==> config.mk <==
export PLATFORM = sky130hd
export DESIGN_NAME = vref_slew_ctrl
export DESIGN_NICKNAME = d
export VERILOG_FILES = /design/src/rtl/vref_pkg.sv /design/src/rtl/vref_select.sv /design/src/rtl/vref_pacer.sv /design/src/rtl/vref_tracker.sv /design/src/rtl/vref_slew_ctrl.sv
export SDC_FILE = /design/constraint.sdc
export NUM_CORES = 1
export LEC_CHECK = 0
export BUFFER_PORTS_ARGS = -buffer_cell sky130_fd_sc_hd__buf_2
export CORE_ASPECT_RATIO = 1.25
export CORE_MARGIN = 5
export CORE_UTILIZATION = 30
export DETAILED_ROUTE_END_ITERATION = 8
export PLACE_DENSITY = 0.57
export SYNTH_ARGS = -nofsm -noshare
export SYNTH_HDL_FRONTEND = slang
export SYNTH_SLANG_ARGS = --single-unit
==> constraint.sdc <==
create_clock -name clk -period 2.39 [get_ports clk]
set_clock_uncertainty 0.05 [all_clocks]
set_input_delay 0 -clock clk [delete_from_list [all_inputs] [get_ports clk]]
set_output_delay 0 -clock clk [all_outputs]
set_load 0.02 [all_outputs]
==> src/rtl/vref_pkg.sv <==
package vref_pkg;
  localparam int RATE_W_DEF = 3;
  localparam int CODE_W_DEF = 7;

  // cycles per code step: 6.25 mV at 64/2^k mV/us, rounded, at least 1
  function automatic int step_cycles(input int clk_khz, input int k);
    int c;
    c = (clk_khz * (1 << k) + 5120) / 10240;
    if (c < 1) c = 1;
    return c;
  endfunction
endpackage

==> src/rtl/vref_select.sv <==
module vref_select #(
  parameter int CODE_W = 7
) (
  input  logic              en_pin,
  input  logic              sel_pin,
  input  logic [CODE_W:0]   setpt0_reg,
  input  logic [CODE_W:0]   setpt1_reg,
  input  logic [1:0]        mode_sel,
  output logic [CODE_W-1:0] tgt,
  output logic              on,
  output logic              fpwm
);
  logic [CODE_W:0] live;

  always_comb begin
    live = sel_pin ? setpt1_reg : setpt0_reg;
    tgt  = live[CODE_W-1:0];
    on   = en_pin & live[CODE_W];
    fpwm = sel_pin ? mode_sel[1] : mode_sel[0];
  end
endmodule

==> src/rtl/vref_pacer.sv <==
module vref_pacer
  import vref_pkg::*;
#(
  parameter int CLK_KHZ = 50000,
  parameter int RATE_W  = 3
) (
  input  logic              clk,
  input  logic              rst_n,
  input  logic              run,
  input  logic [RATE_W-1:0] rate,
  output logic              step
);
  localparam int NR    = 1 << RATE_W;
  localparam int MAXC  = step_cycles(CLK_KHZ, NR - 1);
  localparam int CNT_W = $clog2(MAXC + 1);

  logic [CNT_W-1:0] lim_tbl [NR];
  logic [CNT_W-1:0] lim;
  logic [CNT_W-1:0] cnt;

  generate
    for (genvar g = 0; g < NR; g++) begin : g_tbl
      assign lim_tbl[g] = CNT_W'(step_cycles(CLK_KHZ, g) - 1);
    end
  endgenerate

  assign lim  = lim_tbl[rate];
  assign step = run && (cnt >= lim);

  always_ff @(posedge clk or negedge rst_n) begin
    if (!rst_n)            cnt <= '0;
    else if (!run || step) cnt <= '0;
    else                   cnt <= cnt + 1'b1;
  end
endmodule

==> src/rtl/vref_tracker.sv <==
module vref_tracker #(
  parameter int CODE_W     = 7,
  parameter int RESET_CODE = 0
) (
  input  logic              clk,
  input  logic              rst_n,
  input  logic [CODE_W-1:0] tgt,
  input  logic              step,
  input  logic              reached,
  output logic [CODE_W-1:0] code,
  output logic              neg,
  output logic              rise_pend
);
  assign rise_pend = tgt > code;

  always_ff @(posedge clk or negedge rst_n) begin
    if (!rst_n) begin
      code <= CODE_W'(RESET_CODE);
      neg  <= 1'b0;
    end else if (tgt < code) begin
      code <= tgt;
      neg  <= 1'b1;
    end else if (tgt > code) begin
      neg <= 1'b0;
      if (step) code <= code + 1'b1;
    end else if (reached) begin
      neg <= 1'b0;
    end
  end


  inc_by_one_chk: assert property (@(posedge clk) disable iff (!rst_n)
    (code > $past(code)) |-> (code == $past(code) + 1'b1));


  fall_sets_hold_chk: assert property (@(posedge clk) disable iff (!rst_n)
    (tgt < code) |=> (neg && code == $past(tgt)));


  code_move_cause_chk: assert property (@(posedge clk) disable iff (!rst_n)
    (code != $past(code)) |-> ($past(step) || ($past(tgt) < $past(code))));
endmodule

==> src/rtl/vref_slew_ctrl.sv <==
module vref_slew_ctrl
  import vref_pkg::*;
#(
  parameter int CLK_KHZ    = 50000,
  parameter int CODE_W     = CODE_W_DEF,
  parameter int RATE_W     = RATE_W_DEF,
  parameter int RESET_CODE = 0
) (
  input  logic              clk,
  input  logic              rst_n,
  input  logic              en_pin,
  input  logic              sel_pin,
  input  logic [CODE_W:0]   setpt0_reg,
  input  logic [CODE_W:0]   setpt1_reg,
  input  logic [RATE_W-1:0] rate_sel,
  input  logic [1:0]        mode_sel,
  input  logic              out_reached,
  output logic [CODE_W-1:0] dac_code,
  output logic              reg_on,
  output logic              force_pwm,
  output logic              pos_flag,
  output logic              neg_flag,
  output logic              sw_hold
);
  logic [CODE_W-1:0] tgt;
  logic              step;
  logic              rise_pend;

  vref_select #(.CODE_W(CODE_W)) u_sel (
    .en_pin(en_pin), .sel_pin(sel_pin), .setpt0_reg(setpt0_reg),
    .setpt1_reg(setpt1_reg), .mode_sel(mode_sel), .tgt(tgt),
    .on(reg_on), .fpwm(force_pwm)
  );

  vref_pacer #(.CLK_KHZ(CLK_KHZ), .RATE_W(RATE_W)) u_pace (
    .clk(clk), .rst_n(rst_n), .run(rise_pend), .rate(rate_sel), .step(step)
  );

  vref_tracker #(.CODE_W(CODE_W), .RESET_CODE(RESET_CODE)) u_trk (
    .clk(clk), .rst_n(rst_n), .tgt(tgt), .step(step), .reached(out_reached),
    .code(dac_code), .neg(neg_flag), .rise_pend(rise_pend)
  );

  assign pos_flag = rise_pend;
  assign sw_hold  = neg_flag;


  hold_from_fall_chk: assert property (@(posedge clk) disable iff (!rst_n)
    $rose(sw_hold) |-> (dac_code < $past(dac_code)));
endmodule

Word level (Yosys, flattened, before mapping)
Memories as Yosys holds them, arrays and structs flattened.
Cells that the tools add are included.
{"block": "totals", "latch_bits": 0, "n_memories": 1, "output_inout_bits": 12, "word_cells": 30, "romBits": 80, "in_bits": 26, "reg_bits": 18, "mem_bits_rw": 0}
{"memory": "(no name shown)", "depth": 8, "width": 10, "read_ports": 1, "rd_clocked_by_memory_dff": 0, "write_ports": 0, "line_no": "vref_pacer.sv:27", "rtl": "assign lim = lim_tbl[rate];"}
{"block": "op_classes", "n_reduce_logical": 7, "add_sub_neg": 2, "n_eq_ne": 0, "n_mul": 0, "n_lt_le_gt_ge": 4, "bitwise": 2, "mux": 11, "shift": 0, "div_mod_pow": 0}
{"op": "two-way mux 10 bit", "count": 3}
{"op": "two-way mux 7 bit", "count": 3}
{"op": "adder 10 x 1 -> 10 bit (second input constant)", "count": 1}
{"op": "greater-or-equal comparator 10 bit", "count": 1}
{"op": "two-way mux 8 bit", "count": 1}
{"op": "adder 7 x 1 -> 7 bit (second input constant)", "count": 1}
{"op": "> comparator 7 bit", "count": 1}
{"op": "< comparator 7 bit", "count": 1}
{"op": "greater-or-equal comparator 4 bit (second input constant)", "count": 1}
{"op": "two-way mux 1 bit", "count": 4}
{"op": "inverter 3 -> 4 bit", "count": 1}
{"op": "nonzero test 2 bit", "count": 2}
{"op": "nonzero test 3 bit", "count": 1}
{"op": "AND reduction 2 bit", "count": 1}
{"op": "AND 1 bit", "count": 1}
{"op": "logical AND 1 bit", "count": 1}
{"op": "logical NOT 1 bit", "count": 1}
{"op": "logical OR 1 bit", "count": 1}

Logic depth before layout (Yosys ltp)
Gate-level depths: netlist of the first run.
{"block": "logic_depth", "ltp_word": 9, "depth_mapped": 11, "ltp_nobuf": 11}

Modules after synthesis
A second synthesis of the first run with hierarchy kept.
{"block": "hier_totals", "cells_unflattened": 163, "area_unflattened_um2": 1674.1}
{"mod": "vref_pacer", "area_per_inst_um2": 893.4, "cells_per_inst": 90, "n_inst": 1}
{"mod": "vref_tracker", "area_per_inst_um2": 625.6, "cells_per_inst": 61, "n_inst": 1}
{"mod": "vref_select", "area_per_inst_um2": 147.6, "cells_per_inst": 11, "n_inst": 1}
{"mod": "vref_slew_ctrl", "area_per_inst_um2": 7.5, "cells_per_inst": 1, "n_inst": 1}

Worst setup path before layout of the first run
Ideal clock, no wire load.
{"block": "synth_timing", "kind": "in2reg", "startpoint": "in sel_pin", "endpoint": "reg u_trk.code[1]", "path_slack_ns": -0.053, "path_stages": 7, "arrival_ns": 2.269, "n_path_buf": 1, "path_cell_list": "clkbuf_1 mux2_2 ha_1 and3_2 a221o_2 a31oi_4 mux2_2"}
{"block": "synth_between", "elab_chain_len": 5, "word_cells_on_any_way": 8}
{"item": "start: declaration", "line_no": "vref_slew_ctrl.sv:12", "rtl": "input logic sel_pin,"}
{"item": "two-way mux 8 bit (*)", "line_no": "vref_select.sv:16", "rtl": "live = sel_pin ? setpt1_reg : setpt0_reg;"}
{"item": "> comparator 7 bit", "line_no": "vref_tracker.sv:14, vref_tracker.sv:23"}
{"item": "logical AND 1 bit", "line_no": "vref_pacer.sv:28", "rtl": "assign step = run && (cnt >= lim);"}
{"item": "nonzero test 2 bit (no source line)"}
{"item": "AND reduction 2 bit (no source line)"}
{"item": "end signal: assignment", "line_no": "vref_tracker.sv:18", "rtl": "code <= CODE_W'(RESET_CODE);"}
{"item": "end signal: assignment", "line_no": "vref_tracker.sv:21", "rtl": "code <= tgt;"}
{"item": "end signal: assignment", "line_no": "vref_tracker.sv:25", "rtl": "if (step) code <= code + 1'b1;"}
{"item": "end: declaration", "line_no": "vref_tracker.sv:10", "rtl": "output logic [CODE_W-1:0] code,"}
Every way passes the cells marked *; elsewhere a longest branch is shown, timed or not.
A chain may end at the register's enable or synchronous reset.

Final worst setup path of the first run
{"block": "layout_timing", "startpoint": "reg u_trk.code[6]", "endpoint": "out pos_flag"}
{"block": "layout_between", "elab_chain_len": 1}
{"item": "> comparator 7 bit", "line_no": "vref_tracker.sv:14", "rtl": "assign rise_pend = tgt > code;"}
{"item": "end: declaration", "line_no": "vref_slew_ctrl.sv:21", "rtl": "output logic pos_flag,"}
Every way passes these cells.

==> flow_summary.ini, run 1 <==
[synth]
synth_area_leader_cell = dfrtp_1
synth_most_common_cell = ha_1
synth-seq-area-share_pct = 28.85
syn_inst = 160
syn_nets = 209
synth_top_flop_cell = dfrtp_1
ys_ff_latch = 18
synthTopCellsByArea = dfrtp_1, ha_1, mux2_2
ys_top_cells_by_count = ha_1, dfrtp_1, nor2_1
synth-edff-count = 0
syn_area_per_cell_um2 = 9.759
synth_cell_types = 35
async_reset_ff_share_pct = 100.0
synth_warnings = 0
synth_area_um2 = 1561
yosysTopAreaCellShare_pct = 28.85

[worst_setup_path]
worstReg2RegStart = u_pace.cnt[7]$_DFF_PN0_
end_kind = primary output
critPathMaxStageDelay_ns = 0.40
cp_slowest_cell = dfrtp_1
worst-path-max-fanout = 4
crit_required_ns = 2.34
arrival_ns = 2.25
cp_cell_sequence = inv_1 > ha_4 > and3_2 > a221o_2 > a31oi_4 > buf_12 > buf_4 > nor2_1 > buf_2
startpoint = u_trk.code[6]$_DFFE_PN0P_
critical_path_class = reg2out
cp-start-kind = flip-flop

[layout]
final_nets = 281
fin_area_um2 = 2192
final_layout_size_suffix_gt1_share_pct = 44.16
area_delta_synth_final_pct = 40.38
multiInputGateArea_um2 = 1077
fillers = 525
utilization_pct = 43.15
seqCellArea_um2 = 450.4
n_antenna_cell = 0

[timing]
fmax_mhz = 435.5
maxSlewViolCount = 0
hold_viol_final = 0
worst_slew_pin_slew_ns = 0.4217
final.min_clock_period_ns = 2.296
rsz0062_at_grt = true
period_share_pct = 96.08
slew_headroom_pct = 71.89
setup_viol = 0

[global_route]
grt-ovfl-total = 0
grt_pass1_wl_um = 5747
grt_max_degree = 19
grtUsageTotal_pct = 10.45
antenna_found_initial = 0
grt_pass1_vias = 1381

[power]
p_seq_share_pct = 22.8
p_clk_share_pct = 12.8
worst_ir_drop_vdd_uv = 281.4
p_leak_uw = 0.001086
swShare_pct = 38.74
p_per_area_nw_per_um2 = 908.8
power_uw = 1992
p_int_uw = 1220
p_switching_uw = 771.8
combPwrFrac_pct = 64.5

[detailed_routing]
first_pass_iters = 3
final_antenna_net_count = 0
vias_per_cell = 4.730
drt-total-wl_um = 3550
wire_per_inst_um = 12.12
drt_iter0_markers = 30
vias = 1386
drc_errors = 0

[clock_network]
cts_buffer_depth = 2
clkTransAtPathRegs_ns = 0.07
cts_tree = built
cts_buffers = 3
cts_sinks = 18
ctsHtreeMaxLevel = 1
cts_root_buffer = clkbuf_8
clk_latency_ns = 0.26

[worst_hold_path]
hold_path_class = in2reg
worstHoldStart = setpt0_reg[0]

[floorplan]
die_area_um2 = 6757
die_x_um = 74.53
core_area_um2 = 5080
initial_core_util_pct = 30.74
die_h_um = 90.66
rows = 29
ios = 38

[status]
status = finished, final reports clean

[placement]
port_buffers = 37
placedInstanceArea_um2 = 2073
gp_congestion = 0.7359
dpl.hpwl_um = 3014

[run]
maxCapViolations = 0
==> power groups by stage <==
| stage | logic [uW] | clock network, uW | registers [uW] |
|---|---|---|---|
| floorplan | 607 | 0 | 565 |
| global placement | 1250 | 0 | 456 |
| detailed placement | 1260 | 0 | 460 |
| CTS | 1270 | 262 | 455 |
| global route | 1420 | 280 | 464 |
| finish | 1280 | 254 | 454 |
==> logic make-up (layout without fill, tap and decap cells) <==
group                    Yosys count  in the layout  share of synthesized area (%)
flip-flops                        18             18                          28.85
adder cells (fa/ha/maj)           23             23                          18.43
multiplexers                      21             21                          14.66
AND/OR/NAND/NOR                   48             48                          16.11
XOR/XNOR                          14             14                          7.852
buffers and inverters             17             88                          4.808
AO/OA/AOI/OAI                     19             19                          9.295
==> per-stage QoR <==
stage / cells / hold WS (ns) / setup WS [ns] / TNS, ns
after global routing: 293 / 0.08258 / -0.003691 / -0.003691
after CTS: 292 / 0.06127 / 0.006626 / 0
after detailed placement: 286 / -0.08559 / -0.1301 / -0.6596
final: 293 / 0.04975 / 0.09379 / 0
after floorplan: 160 / -0.3456 / 0.05445 / 0
after global placement: 286 / -0.08901 / -0.1011 / -0.2940
==> final cells by class <==
type,count,share of cell area (%)
flip-flops and latches,18,20.55
inverters,13,2.226
multi-input cells,125,49.14
well taps,62,3.539
clock buffers,4,2.511
repair buffers,71,22.03
==> worst max-delay path, delay by kind of cell (launching register included) <==
| family | cells | cell delay [ns] |
|---|---|---|
| and+or+nand+nor | 2 | 0.24 |
| adders and majority gates | 1 | 0.20 |
| AOI/OAI and AO/OA | 2 | 0.66 |
| DFF | 1 | 0.40 |
| buffers and inverters | 4 | 0.49 |
==> sequential cells by signal, summed over array words and instances, names as in the netlist <==
signal and cells:
u_trk.code 7, u_trk.neg 1, u_pace.cnt 10
==> worst paths after layout <==
check	end	slack [ns]	cells past startpoint
worst min register to register	u_pace.cnt[0]$_DFF_PN0_	0.49	2
max in group asynchronous	u_trk.code[3]$_DFFE_PN0P_	1.84	2
min in group asynchronous	u_pace.cnt[1]$_DFF_PN0_	0.15	2
worst max register to register	u_trk.code[1]$_DFFE_PN0P_	0.12	7
worst min-delay path	u_trk.code[0]$_DFFE_PN0P_	0.05	3
worst max-delay path	pos_flag	0.09	9
==> cells in the final DEF (no fill, tap or decap), drive strengths merged, types with 4 or more instances in the layout <==
| cell type | n |
|---|---|
| clkbuf | 4 |
| ha | 23 |
| inv | 13 |
| buf | 69 |
| nor2 | 18 |
| o21ai | 7 |
| nand2 | 5 |
| dfrtp | 18 |
| mux2 | 15 |
| xor2 | 4 |
| xnor2 | 10 |
| mux2i | 6 |
| nand3 | 8 |
==> routing by layer <==
layer	wire [um]	GRT usage, %	vias up
li1	-	-	701
met1	1380	11.62	648
met2	1864	20.09	32
met3	281	2.116	5
met4	23	1.335	0
met5	0	0	-
==> repair_timing <==
item | in CTS | in global routing
hold buffers | 2 | 0
resized for setup | 0 | 8
hold endpoints to repair | 19 | 0
setup endpoints to repair | 0 | 3
buffers inserted | 0 | 1
No activity file was read; power rests on OpenSTA's default activity.
==> run 2, diff against run 1 <==
Settings changed: PLACE_DENSITY 0.57 to 0.55.
Clock period 2.39 ns to 2.9 ns, I/O delays scaled along.
==> run 2 against run 1 <==
  * Total power fell by 32%
  * Via count fell by 10%
  * Highest routed layer unchanged
  * Die area did not move
  * Register-to-register slack improved by 0.36 ns
  * Critical path depth rose by 1
  * Largest power group unchanged
  * Design area fell by 14%
  * Sequential cell count did not move
  * Largest cell class unchanged
  * Global-route usage fell by 0.30 points
==> flow_summary.ini, run 2 (synthesis results as in run 1) <==
[worst_setup_path]
worst-path-max-fanout = 10
rr_endpoint = u_trk.code[1]$_DFFE_PN0P_
r2r_slack_ns = 0.48
crit_required_ns = 3.03
reg2reg_depth = 7
arrival_ns = 2.56
worstReg2RegStart = u_pace.cnt[7]$_DFF_PN0_
end_kind = flip-flop
cp-start-kind = primary input
cp_slowest_cell = or4_1
cpMostUsedCell = ha_1
cp_cell_sequence = buf_2 > inv_1 > ha_1 > mux2_2 > ha_1 > nand2b_1 > a211oi_1 > nor3_4 > or4_1 > nor2_1
critical_path_class = in2reg
critPathMaxStageDelay_ns = 0.69

[placement]
port_buffers = 37
dpl.hpwl_um = 2643
gp_congestion = 0.8151

[detailed_routing]
vias = 1247
drc_errors = 0
drt-total-wl_um = 3272
wire_per_inst_um = 12.44
first_pass_iters = 4
final_antenna_net_count = 0
drt_iter0_markers = 50
vias_per_cell = 4.741

[global_route]
grt_pass1_wl_um = 5506
grtUsageTotal_pct = 10.15
antenna_found_initial = 0
grt_pass1_vias = 1258
grt-ovfl-total = 0
grt_max_degree = 19

[layout]
n_antenna_cell = 0
final_nets = 251
biggestRegsByFlops = u_pace.cnt (10), u_trk.code (7), u_trk.neg (1)
mostFrequentLayoutCells = buf_2, ha_1, nor2_1, dfrtp_1, mux2_2
largest_reg_flops = 10
final_layout_size_suffix_gt1_share_pct = 32.84
regMostFlops = u_pace.cnt
area_delta_synth_final_pct = 20.91
fillers = 529
final_common_cell = buf_2

[power]
p_per_area_nw_per_um2 = 712.5
worst_ir_drop_vdd_uv = 294.2
p_leak_uw = 0.0009202

[timing]
rsz0062_at_grt = false
setup_viol = 0
final.min_clock_period_ns = 2.423
worst_slew_pin_slew_ns = 0.4348
maxSlewViolCount = 0
period_share_pct = 83.54
setup_tns_ns = 0
hold_viol_final = 0
whs_ns = 0.03538
fmax_mhz = 412.7
slew_headroom_pct = 71.01

[floorplan]
rows = 29
initial_core_util_pct = 30.74
core_area_um2 = 5080
die_area_um2 = 6757
ios = 38
die_x_um = 74.53
die_h_um = 90.66

[clock_network]
cts_sinks = 18
cts_buffers = 3
cts_resized = 0
clk_latency_ns = 0.26
clkTransAtPathRegs_ns = 0.07
cts_buffer_depth = 2
ctsHtreeMaxLevel = 1
cts_tree = built
cts_root_buffer = clkbuf_8

[run]
maxCapViolations = 0

[worst_hold_path]
hold_path_class = in2reg
min_path_cells = 3
hold_end = u_trk.code[0]$_DFFE_PN0P_
worstHoldStart = setpt0_reg[0]

[status]
status = finished, final reports clean
## run 2: how the worst max path moves through the flow
stage	startpoint	to	cells past startpoint
2_1_floorplan	sel_pin	u_trk.code[1]$_DFFE_PN0P_	7
6_report	rate_sel[1]	u_pace.cnt[3]$_DFF_PN0_	10
4_1_cts	u_pace.cnt[7]$_DFF_PN0_	u_trk.code[1]$_DFFE_PN0P_	7
5_1_grt	rate_sel[0]	u_pace.cnt[1]$_DFF_PN0_	10
3_5_place_dp	rate_sel[0]	u_pace.cnt[3]$_DFF_PN0_	10
3_3_place_gp	rate_sel[1]	u_trk.code[1]$_DFFE_PN0P_	11
## run 2: layout make-up
cell class              instances  area [um^2]  share of cell area, %
clock buffers                   4        55.05                  2.916
well taps                      62        77.57                  4.109
repair buffers                 41        220.2                  11.66
inverters                      13        48.80                  2.584
flip-flops and latches         18        450.4                  23.86
multi-input cells             125         1036                  54.87
## run 2: what timing repair did
| action | CTS | global route |
|---|---|---|
| hold buffers | 2 | 0 |
| setup buffers | 0 | 0 |
| endpoints found under the hold margin | 19 | 0 |
## run 2: worst max-delay path, delay by kind of cell
family	cells	cell delay, ns
AO/OA/AOI/OAI	1	0.39
adder cells (fa/ha/maj)	2	0.53
buffers and inverters	2	0.26
multiplexers	1	0.27
AND/OR/NAND/NOR	4	1.10
## run 2: power by group
group	leakage (uW)	total [uW]	internal, uW	switching, uW
sequential	0.000231	402	322	80.1
combinational	0.000661	733	334	398
clock	0.0000288	210	121	89.2
## run 2: metrics by stage
| stage | instance area [um^2] | util, % | power, uW | cells | setup WS [ns] |
|---|---|---|---|---|---|
| floorplan | 1562 | - | 960.5 | 160 | 0.4566 |
| global route | 1888 | 37.17 | 1469 | 263 | 0.2922 |
| CTS | 1888 | 37.17 | 1372 | 263 | 0.4554 |
| detailed placement | 1813 | 35.69 | 1151 | 257 | 0.1869 |
| finish | 1888 | 37.17 | 1345 | 263 | 0.4772 |
| global placement | 1813 | 35.69 | 1147 | 257 | 0.2605 |
## run 2: routing by layer
metal / track usage, % / vias to the layer above / share of wire (%)
li1: - / 642 / -
met1: 12.86 / 563 / 45
met2: 16.79 / 37 / 45
met3: 2.227 / 5 / 9.0
met4: 3.116 / 0 / 1.4
met5: 0 / - / 0
